File: config.mk
export PLATFORM = sky130hd
export DESIGN_NAME = blk_mover
export DESIGN_NICKNAME = d
export VERILOG_FILES = /design/src/rtl/blk_mover_pkg.sv /design/src/rtl/blk_mover_setup.sv /design/src/rtl/blk_mover_ctrl.sv /design/src/rtl/blk_mover.sv
export SDC_FILE = /design/constraint.sdc
export NUM_CORES = 1
export LEC_CHECK = 0
export BUFFER_PORTS_ARGS = -buffer_cell sky130_fd_sc_hd__buf_2
export CAP_MARGIN = 10
export CORE_MARGIN = 5
export CORE_UTILIZATION = 25
export CTS_CLUSTER_SIZE = 24
export DETAILED_ROUTE_END_ITERATION = 8
export GPL_TIMING_DRIVEN = 0
export PLACE_DENSITY = 0.51
export SLEW_MARGIN = 15
export SYNTH_ARGS = -nofsm -noshare
export SYNTH_HDL_FRONTEND = slang
export SYNTH_HIERARCHICAL = 1
export SYNTH_SLANG_ARGS = --single-unit
File: constraint.sdc
create_clock -name clk -period 6.7 [get_ports clk]
set_input_delay 1.34 -clock clk [delete_from_list [all_inputs] [get_ports clk]]
set_output_delay 1.34 -clock clk [all_outputs]
set_load 0.03 [all_outputs]
File: src/rtl/blk_mover_pkg.sv
package blk_mover_pkg;
  typedef enum logic [2:0] {
    ST_IDLE,
    ST_PF_A,
    ST_PF_B,
    ST_WORD,
    ST_RD,
    ST_RD_WAIT,
    ST_WR,
    ST_END
  } mv_state_t;
endpackage

File: src/rtl/blk_mover_setup.sv
module blk_mover_setup #(
  parameter int W        = 16,
  parameter int GRP_LOG2 = 4
) (
  input  logic [W-1:0]        arg_src,
  input  logic [W-1:0]        arg_last,
  input  logic [W-1:0]        arg_negcnt,
  output logic [W-1:0]        init_src,
  output logic [W-1:0]        init_dst,
  output logic [GRP_LOG2:0]   init_len,
  output logic [W-1:0]        init_rem
);
  function automatic logic [W-1:0] first_dst(input logic [W-1:0] last, input logic [W-1:0] neg);
    return last + neg + W'(1);
  endfunction

  function automatic logic [GRP_LOG2-1:0] lead_len(input logic [W-1:0] neg);
    logic [W-1:0] pos;
    pos = W'(0) - neg;
    return pos[GRP_LOG2-1:0];
  endfunction

  logic [GRP_LOG2-1:0] len_w;

  always_comb begin
    len_w    = lead_len(arg_negcnt);
    init_src = arg_src + W'(1);
    init_dst = first_dst(arg_last, arg_negcnt);
    init_len = {1'b0, len_w};
    init_rem = arg_negcnt + W'(len_w);
  end
endmodule

File: src/rtl/blk_mover_ctrl.sv
module blk_mover_ctrl
  import blk_mover_pkg::*;
#(
  parameter int W         = 16,
  parameter int GRP_LOG2  = 4,
  parameter int PF_GROUPS = 2
) (
  input  logic               clk,
  input  logic               rst_n,
  input  logic               start,
  input  logic               mode_fill,
  input  logic [W-1:0]       arg_src,
  input  logic [W-1:0]       arg_last,
  input  logic [W-1:0]       init_src,
  input  logic [W-1:0]       init_dst,
  input  logic [GRP_LOG2:0]  init_len,
  input  logic [W-1:0]       init_rem,
  input  logic               irq_pend,
  output logic               mem_req,
  output logic               mem_we,
  output logic [W-1:0]       mem_addr,
  output logic [W-1:0]       mem_wdata,
  input  logic               mem_gnt,
  input  logic               mem_rvalid,
  input  logic [W-1:0]       mem_rdata,
  output logic               pf_valid,
  output logic [W-1:0]       pf_addr,
  output logic               busy,
  output logic               done,
  output logic               yielded,
  output logic [W-1:0]       res_src,
  output logic [W-1:0]       res_dst_last,
  output logic [W-1:0]       res_cnt,
  output logic               rd_wait
);
  localparam int GRP = 1 << GRP_LOG2;
  localparam logic [W-1:0] PF_DIST = W'(PF_GROUPS * GRP);

  mv_state_t            state;
  logic                 fill_q;
  logic [W-1:0]         val_q, last_q, src_ptr, dst_ptr, rem_q, hold_q;
  logic [GRP_LOG2:0]    wcnt;
  logic                 more_groups;

  assign more_groups = (rem_q != '0);

  always_ff @(posedge clk or negedge rst_n) begin
    if (!rst_n) begin
      state   <= ST_IDLE;
      fill_q  <= 1'b0;
      val_q   <= '0;
      last_q  <= '0;
      src_ptr <= '0;
      dst_ptr <= '0;
      rem_q   <= '0;
      hold_q  <= '0;
      wcnt    <= '0;
      res_src <= '0;
      res_cnt <= '0;
      done    <= 1'b0;
      yielded <= 1'b0;
    end else begin
      done    <= 1'b0;
      yielded <= 1'b0;
      case (state)
        ST_IDLE: if (start) begin
          fill_q  <= mode_fill;
          val_q   <= arg_src;
          last_q  <= arg_last;
          src_ptr <= init_src;
          dst_ptr <= init_dst;
          rem_q   <= init_rem;
          wcnt    <= init_len;
          state   <= ST_PF_A;
        end
        ST_PF_A: state <= (more_groups && !fill_q) ? ST_PF_B : ST_WORD;
        ST_PF_B: state <= ST_WORD;
        ST_WORD: begin
          if (wcnt == '0)  state <= ST_END;
          else if (fill_q) state <= ST_WR;
          else             state <= ST_RD;
        end
        ST_RD: if (mem_gnt) state <= ST_RD_WAIT;
        ST_RD_WAIT: if (mem_rvalid) begin
          hold_q  <= mem_rdata;
          src_ptr <= src_ptr + W'(1);
          state   <= ST_WR;
        end
        ST_WR: if (mem_gnt) begin
          dst_ptr <= dst_ptr + W'(1);
          wcnt    <= wcnt - 1'b1;
          state   <= ST_WORD;
        end
        ST_END: begin
          if (!more_groups) begin
            res_src <= fill_q ? val_q : src_ptr;
            res_cnt <= '0;
            done    <= 1'b1;
            state   <= ST_IDLE;
          end else if (irq_pend) begin
            res_src <= fill_q ? val_q : (src_ptr - W'(1));
            res_cnt <= rem_q;
            yielded <= 1'b1;
            state   <= ST_IDLE;
          end else begin
            rem_q <= rem_q + W'(GRP);
            wcnt  <= (GRP_LOG2+1)'(GRP);
            state <= ST_PF_A;
          end
        end
        default: state <= ST_IDLE;
      endcase
    end
  end

  always_comb begin
    busy         = (state != ST_IDLE);
    rd_wait      = (state == ST_RD_WAIT);
    mem_req      = (state == ST_RD) || (state == ST_WR);
    mem_we       = (state == ST_WR);
    mem_addr     = (state == ST_WR) ? dst_ptr : src_ptr;
    mem_wdata    = fill_q ? val_q : hold_q;
    pf_valid     = ((state == ST_PF_A) && more_groups) || (state == ST_PF_B);
    pf_addr      = ((state == ST_PF_A) && !fill_q) ? (src_ptr + PF_DIST) : (dst_ptr + PF_DIST);
    res_dst_last = last_q;
  end
endmodule

File: src/rtl/blk_mover.sv
module blk_mover #(
  parameter int W         = 16,
  parameter int GRP_LOG2  = 4,
  parameter int PF_GROUPS = 2
) (
  input  logic         clk,
  input  logic         rst_n,
  input  logic         start,
  input  logic         mode_fill,
  input  logic [W-1:0] arg_src,
  input  logic [W-1:0] arg_last,
  input  logic [W-1:0] arg_negcnt,
  input  logic         irq_pend,
  output logic         mem_req,
  output logic         mem_we,
  output logic [W-1:0] mem_addr,
  output logic [W-1:0] mem_wdata,
  input  logic         mem_gnt,
  input  logic         mem_rvalid,
  input  logic [W-1:0] mem_rdata,
  output logic         pf_valid,
  output logic [W-1:0] pf_addr,
  output logic         busy,
  output logic         done,
  output logic         yielded,
  output logic [W-1:0] res_src,
  output logic [W-1:0] res_dst_last,
  output logic [W-1:0] res_cnt
);
  logic [W-1:0]      init_src, init_dst, init_rem;
  logic [GRP_LOG2:0] init_len;
  logic              rd_wait;

  blk_mover_setup #(.W(W), .GRP_LOG2(GRP_LOG2)) u_setup (
    .arg_src    (arg_src),
    .arg_last   (arg_last),
    .arg_negcnt (arg_negcnt),
    .init_src   (init_src),
    .init_dst   (init_dst),
    .init_len   (init_len),
    .init_rem   (init_rem)
  );

  blk_mover_ctrl #(.W(W), .GRP_LOG2(GRP_LOG2), .PF_GROUPS(PF_GROUPS)) u_ctrl (
    .clk          (clk),
    .rst_n        (rst_n),
    .start        (start),
    .mode_fill    (mode_fill),
    .arg_src      (arg_src),
    .arg_last     (arg_last),
    .init_src     (init_src),
    .init_dst     (init_dst),
    .init_len     (init_len),
    .init_rem     (init_rem),
    .irq_pend     (irq_pend),
    .mem_req      (mem_req),
    .mem_we       (mem_we),
    .mem_addr     (mem_addr),
    .mem_wdata    (mem_wdata),
    .mem_gnt      (mem_gnt),
    .mem_rvalid   (mem_rvalid),
    .mem_rdata    (mem_rdata),
    .pf_valid     (pf_valid),
    .pf_addr      (pf_addr),
    .busy         (busy),
    .done         (done),
    .yielded      (yielded),
    .res_src      (res_src),
    .res_dst_last (res_dst_last),
    .res_cnt      (res_cnt),
    .rd_wait      (rd_wait)
  );
endmodule

======== After elaboration in Yosys (flattened, before gate mapping) ========
Index checks and enable logic that the tools add are counted.
storage, ports and cells
  logic and storage cells ................. 100
  output and inout bits ................... 102
  flip-flop bits (word level) ............. 139
operators by class
  mux-type cells .......................... 39
  eq/ne operators ......................... 14
  $add $sub $neg .......................... 12
  reduce and logical (&&, ||, !) cells .... 22
operators with widths
  kind                                                  number
  two-way mux 16 bit                                    16
  case mux 16 bit (2 select lines)                      3
  adder 16 x 1 -> 16 bit (second input constant)        4
  adder 16 x 6 -> 16 bit (second input constant)        2
  case mux 3 bit (8 select lines)                       1
  two-way mux 5 bit                                     4
  two-way mux 3 bit                                     6
  adder 16 bit                                          1
  adder 16 x 4 -> 16 bit                                1
  adder 16 x 5 -> 16 bit (second input constant)        1
  nonzero test 16 bit                                   1
  subtractor 16 x 1 -> 16 bit (second input constant)   1
  case mux 5 bit (3 select lines)                       1
  equality test 3 bit (second input constant)           4
  inequality test 2 bit (second input constant)         5
  AND reduction 4 bit                                   2
  two-way mux 1 bit                                     7
  equality test 3 x 2 -> 1 bit (second input constant)  2
  AND reduction 2 bit                                   3
  AND reduction 3 bit                                   2
  nonzero test 2 bit                                    3
  nonzero test 3 bit                                    2
  logical NOT 5 bit                                     1
  AND reduction 5 bit                                   1
  other kinds (9)                                       13

======== Longest topological paths before layout ========
  depth in word-level cells ............... 4
  mapped depth ............................ 12
  gate-level depth less buffers ........... 12

======== Hierarchy ========
Netlist, hierarchy kept.
by module, submodules not included
  module           times used  cells an instance  area an instance (sq um)
  blk_mover_ctrl   1           906                7,828.8
  blk_mover_setup  1           217                1,591.5

======== Worst setup path before layout ========
Ideal clock, no wire load.
  path kind ............................... flip-flop to output port
  start ................................... register u_ctrl.state[1]
  end ..................................... output pf_addr[9]
  slack ................................... 2.483 ns
  buffers on the path ..................... 4
  data arrival time ....................... 2.877 ns
  data required time ...................... 5.360 ns
  stages on the path, launching flop included .. 12
  cell sequence ........................... dfrtp_1 > buf_2 > nor4b_2 > buf_2 > buf_2 > mux2_1 > ha_1 > clkbuf_1 > nand3_1 > xnor2_1 > nor2_1 > a21oi_1
between the ends
  cells in the longest elaborated chain, start to end .. 3
ends and longest elaborated chain
  item                          RTL line               text
  start, declared               blk_mover_ctrl.sv:39   mv_state_t state;
  start signal, assigned        blk_mover_ctrl.sv:76   ST_PF_A: state <= (more_groups && !fill_q) ? ST_PF_B : ST_WORD;
  equality test 3 x 1 -> 1 bit  blk_mover_ctrl.sv:124  pf_addr = ((state == ST_PF_A) && !fill_q) ? (src_ptr + PF_DIST) : (dst_ptr + PF_DIST);
  logical AND 1 bit             blk_mover_ctrl.sv:124
  two-way mux 16 bit            blk_mover_ctrl.sv:124
  end, declared                 blk_mover.sv:22        output logic [W-1:0] pf_addr,
Every way passes these cells.

======== Worst setup path in the final report ========
  start ................................... register u_ctrl.state[0]
  end ..................................... output pf_addr[9]
The elaborated chain is that of the path after synthesis.

==> out/results.tsv <==
metric	value	unit
post_synth_instance_area	9420	µm²
post_cts_resized	0	
numCtsBuffers	17	
synth_top_cells_by_count	239 x nand2_1, 139 x dfrtp_1, 79 x a21oi_1	
antenna_found_initial	3	
die_h	204	µm
first_global_vias	8721	
syn_to_final_growth	22.6	%
placed_cell_area	11000	µm²
fin_nets	1415	
path_common_cell	buf_2	
maxSlewViolCount	0	
syn_area_per_cell	8.39	µm²
totalWireLength	34100	µm
synth_top_area_share	36.9	%
fin_crit	5060	ps
ys_seq_area_share	36.9	%
arrival	3720	ps
end_kind	primary output	
worst_slew_pin_slew	809	ps
utilization	30.9	%
synth-edff-count	0	
clock_latency	430	ps
maxCapViolCount	0	
portBuffers	172	
cts_root_buf	clkbuf_16	
peakVddDrop	0.212	mV
post_cts_buffers	0	
max_stage_delay	530	ps
crit_fanout	10	
cts_tree	yes	
clock_skew	10.3	ps
cpLargestDelayFamily	buffers and inverters	
grt_max_degree	82	
clk_pin_slew	60	ps
coreArea	37400	µm²
path_cells	clkbuf_1 -> nor4b_2 -> buf_2 -> buf_2 -> mux2_1 -> ha_1 -> clkbuf_1 -> nand3_1 -> xnor2_1 -> nor2_1 -> a21oi_1 -> buf_2	
grt_pass1_wl	52000	µm
path_buf_inv	5	
cts_hold_buf	0	
power_density	498	nW/µm²
pre_cts_ws	2000	ps
synth_seq_cells	139	
synth_area_leaders	dfrtp_1 37%, nand2_1 9.5%, a21oi_1 4.2%, ha_1 3.6%, xor2_1 3.5%	
drt_first_pass_iters	5	
dpl.hpwl	26700	µm
fin_total_pwr	5.76	mW
crit_required	5360	ps
post_drt_wl_per_cell	18.5	µm
path_class	flip-flop to primary output	
ys_types	84	
drt_iter0_markers	872	
htreeDepth	4	
synthCells	1123	
fin_crit_sh	75.5	%
die_area	41700	µm²
outcome	finished clean	
drc	0	
max_slew_margin	45.6	%
finalSetupTns	0	ps
leakage	5.21	nW
initial_utilization	25.2	%
rows	71	
synth-main-ff-cell	dfrtp_1	
slowest_stage	nor4b_2	
rsz0062_at_grt	no	
grt_usage	16.0	%
worst_slack	1640	ps
hold_viol_final	0	
clock_sinks	139	
start_kind	flip-flop	
design_area	11600	µm²
synth.most_common_cell	nand2_1	
num_io_pins	173	
synth_top_cell_by_area	dfrtp_1	
globalplace.congestion	0.874	
vias	9073	
cts_buffer_depth	2	
worst_hold_path_type	flip-flop to flip-flop	
die_x	204	µm
ant_nets	0	
max_freq	0.198	GHz
yosysWarnings	6	
synth-async-reset-ratio	100	%
setup_viol	0	
vias_per_cell	4.93	
drive_gt1_share	21.5	%
grt-ovfl-total	0	
stage by stage:
stage,cells,hold WS (ps)
floorplan,1124,446
global placement,1807,453
detailed placement,1808,457
CTS,1840,472
global route,1841,502
finish,1841,469
cell families (layout without fill, tap and decap cells):
family,Yosys count,after routing,share of synthesized area [%]
multiplexers,52,52,6.06
buffers and inverters,113,318,5.05
flip-flops,139,139,36.9
XOR/XNOR,69,69,6.65
other,1,3,0.0398
adder cells (fa/ha/maj),28,28,3.80
AND/OR/NAND/NOR,465,465,23.9
AO/OA/AOI/OAI,256,256,17.5
worst min-delay path, cell delays in order (launching register included):
cell	delay [ps]
dfrtp_1	330
nand2_1	50
nand2_1	50
layer usage:
layer	track usage, %	part of all wire [%]	wire length (µm)
met2	25.4	46	15600
met3	3.65	6.5	2220
met4	4.21	2.0	678
met1	22.1	46	15600
met5	0	0.041	14
placed cells by master (no fill, tap or decap), drive strengths merged, types with 3 or more instances in the layout:
cell type and instances:
a211oi 9, a21o 11, a21oi 81, a22o 16, a22oi 6, a2bb2oi 6, a31oi 6, and2 7
and3 16, and4 8, buf 200, clkbuf 69, clkinv 5, dfrtp 139, ha 27, inv 40
mux2 37, mux2i 15, nand2 239, nand2b 5, nand3 58, nand4 21, nor2 57, nor2b 6
nor3 14, nor3b 6, nor4 11, nor4b 4, o211ai 10, o21a 4, o21ai 58, o221ai 4
o22ai 14, o2bb2ai 3, o32ai 4, or3 4, xnor2 30, xor2 39
state kept, by name, indices dropped and copies added (netlist names):
register and flops:
u_ctrl/done 1, u_ctrl/res_dst_last 16, u_ctrl/res_src 16, u_ctrl/state 3
u_ctrl/dst_ptr 16, u_ctrl/hold_q 16, u_ctrl/src_ptr 16, u_ctrl/yielded 1
u_ctrl/rem_q 16, u_ctrl/res_cnt 16, u_ctrl/val_q 16, u_ctrl/wcnt 5
u_ctrl/fill_q 1
cell type report:
class / instances / area, µm²
Timing Repair Buffer: 173 / 898
Antenna cell: 1 / 2.50
Inverter: 34 / 128
Buffer: 79 / 348
Fill cell: 3996 / 25800
Tap cell: 511 / 639
Clock buffer: 17 / 425
Clock inverter: 15 / 163
Sequential cell: 139 / 3480
Multi-Input combinational cell: 872 / 5470
worst paths after layout:
check,depth (start not counted),from,end,slack [ps]
max,12,u_ctrl/state[0],pf_addr[9],1640
min,2,u_ctrl/res_dst_last[0],u_ctrl/res_dst_last[0],470
max reg2reg,8,u_ctrl/state[0],u_ctrl/dst_ptr[7],4330
min reg2reg,2,u_ctrl/res_dst_last[0],u_ctrl/res_dst_last[0],470
max in group asynchronous,2,rst_n,u_ctrl/res_dst_last[0],5060
min in group asynchronous,1,rst_n,u_ctrl/hold_q[11],840
where the power goes:
group	internal, mW	switching, mW	leakage (nW)
combinational	1.02	2.19	3.24
sequential	1.24	0.350	1.68
clock	0.555	0.413	0.287
Power figures use the tool's default switching activity.
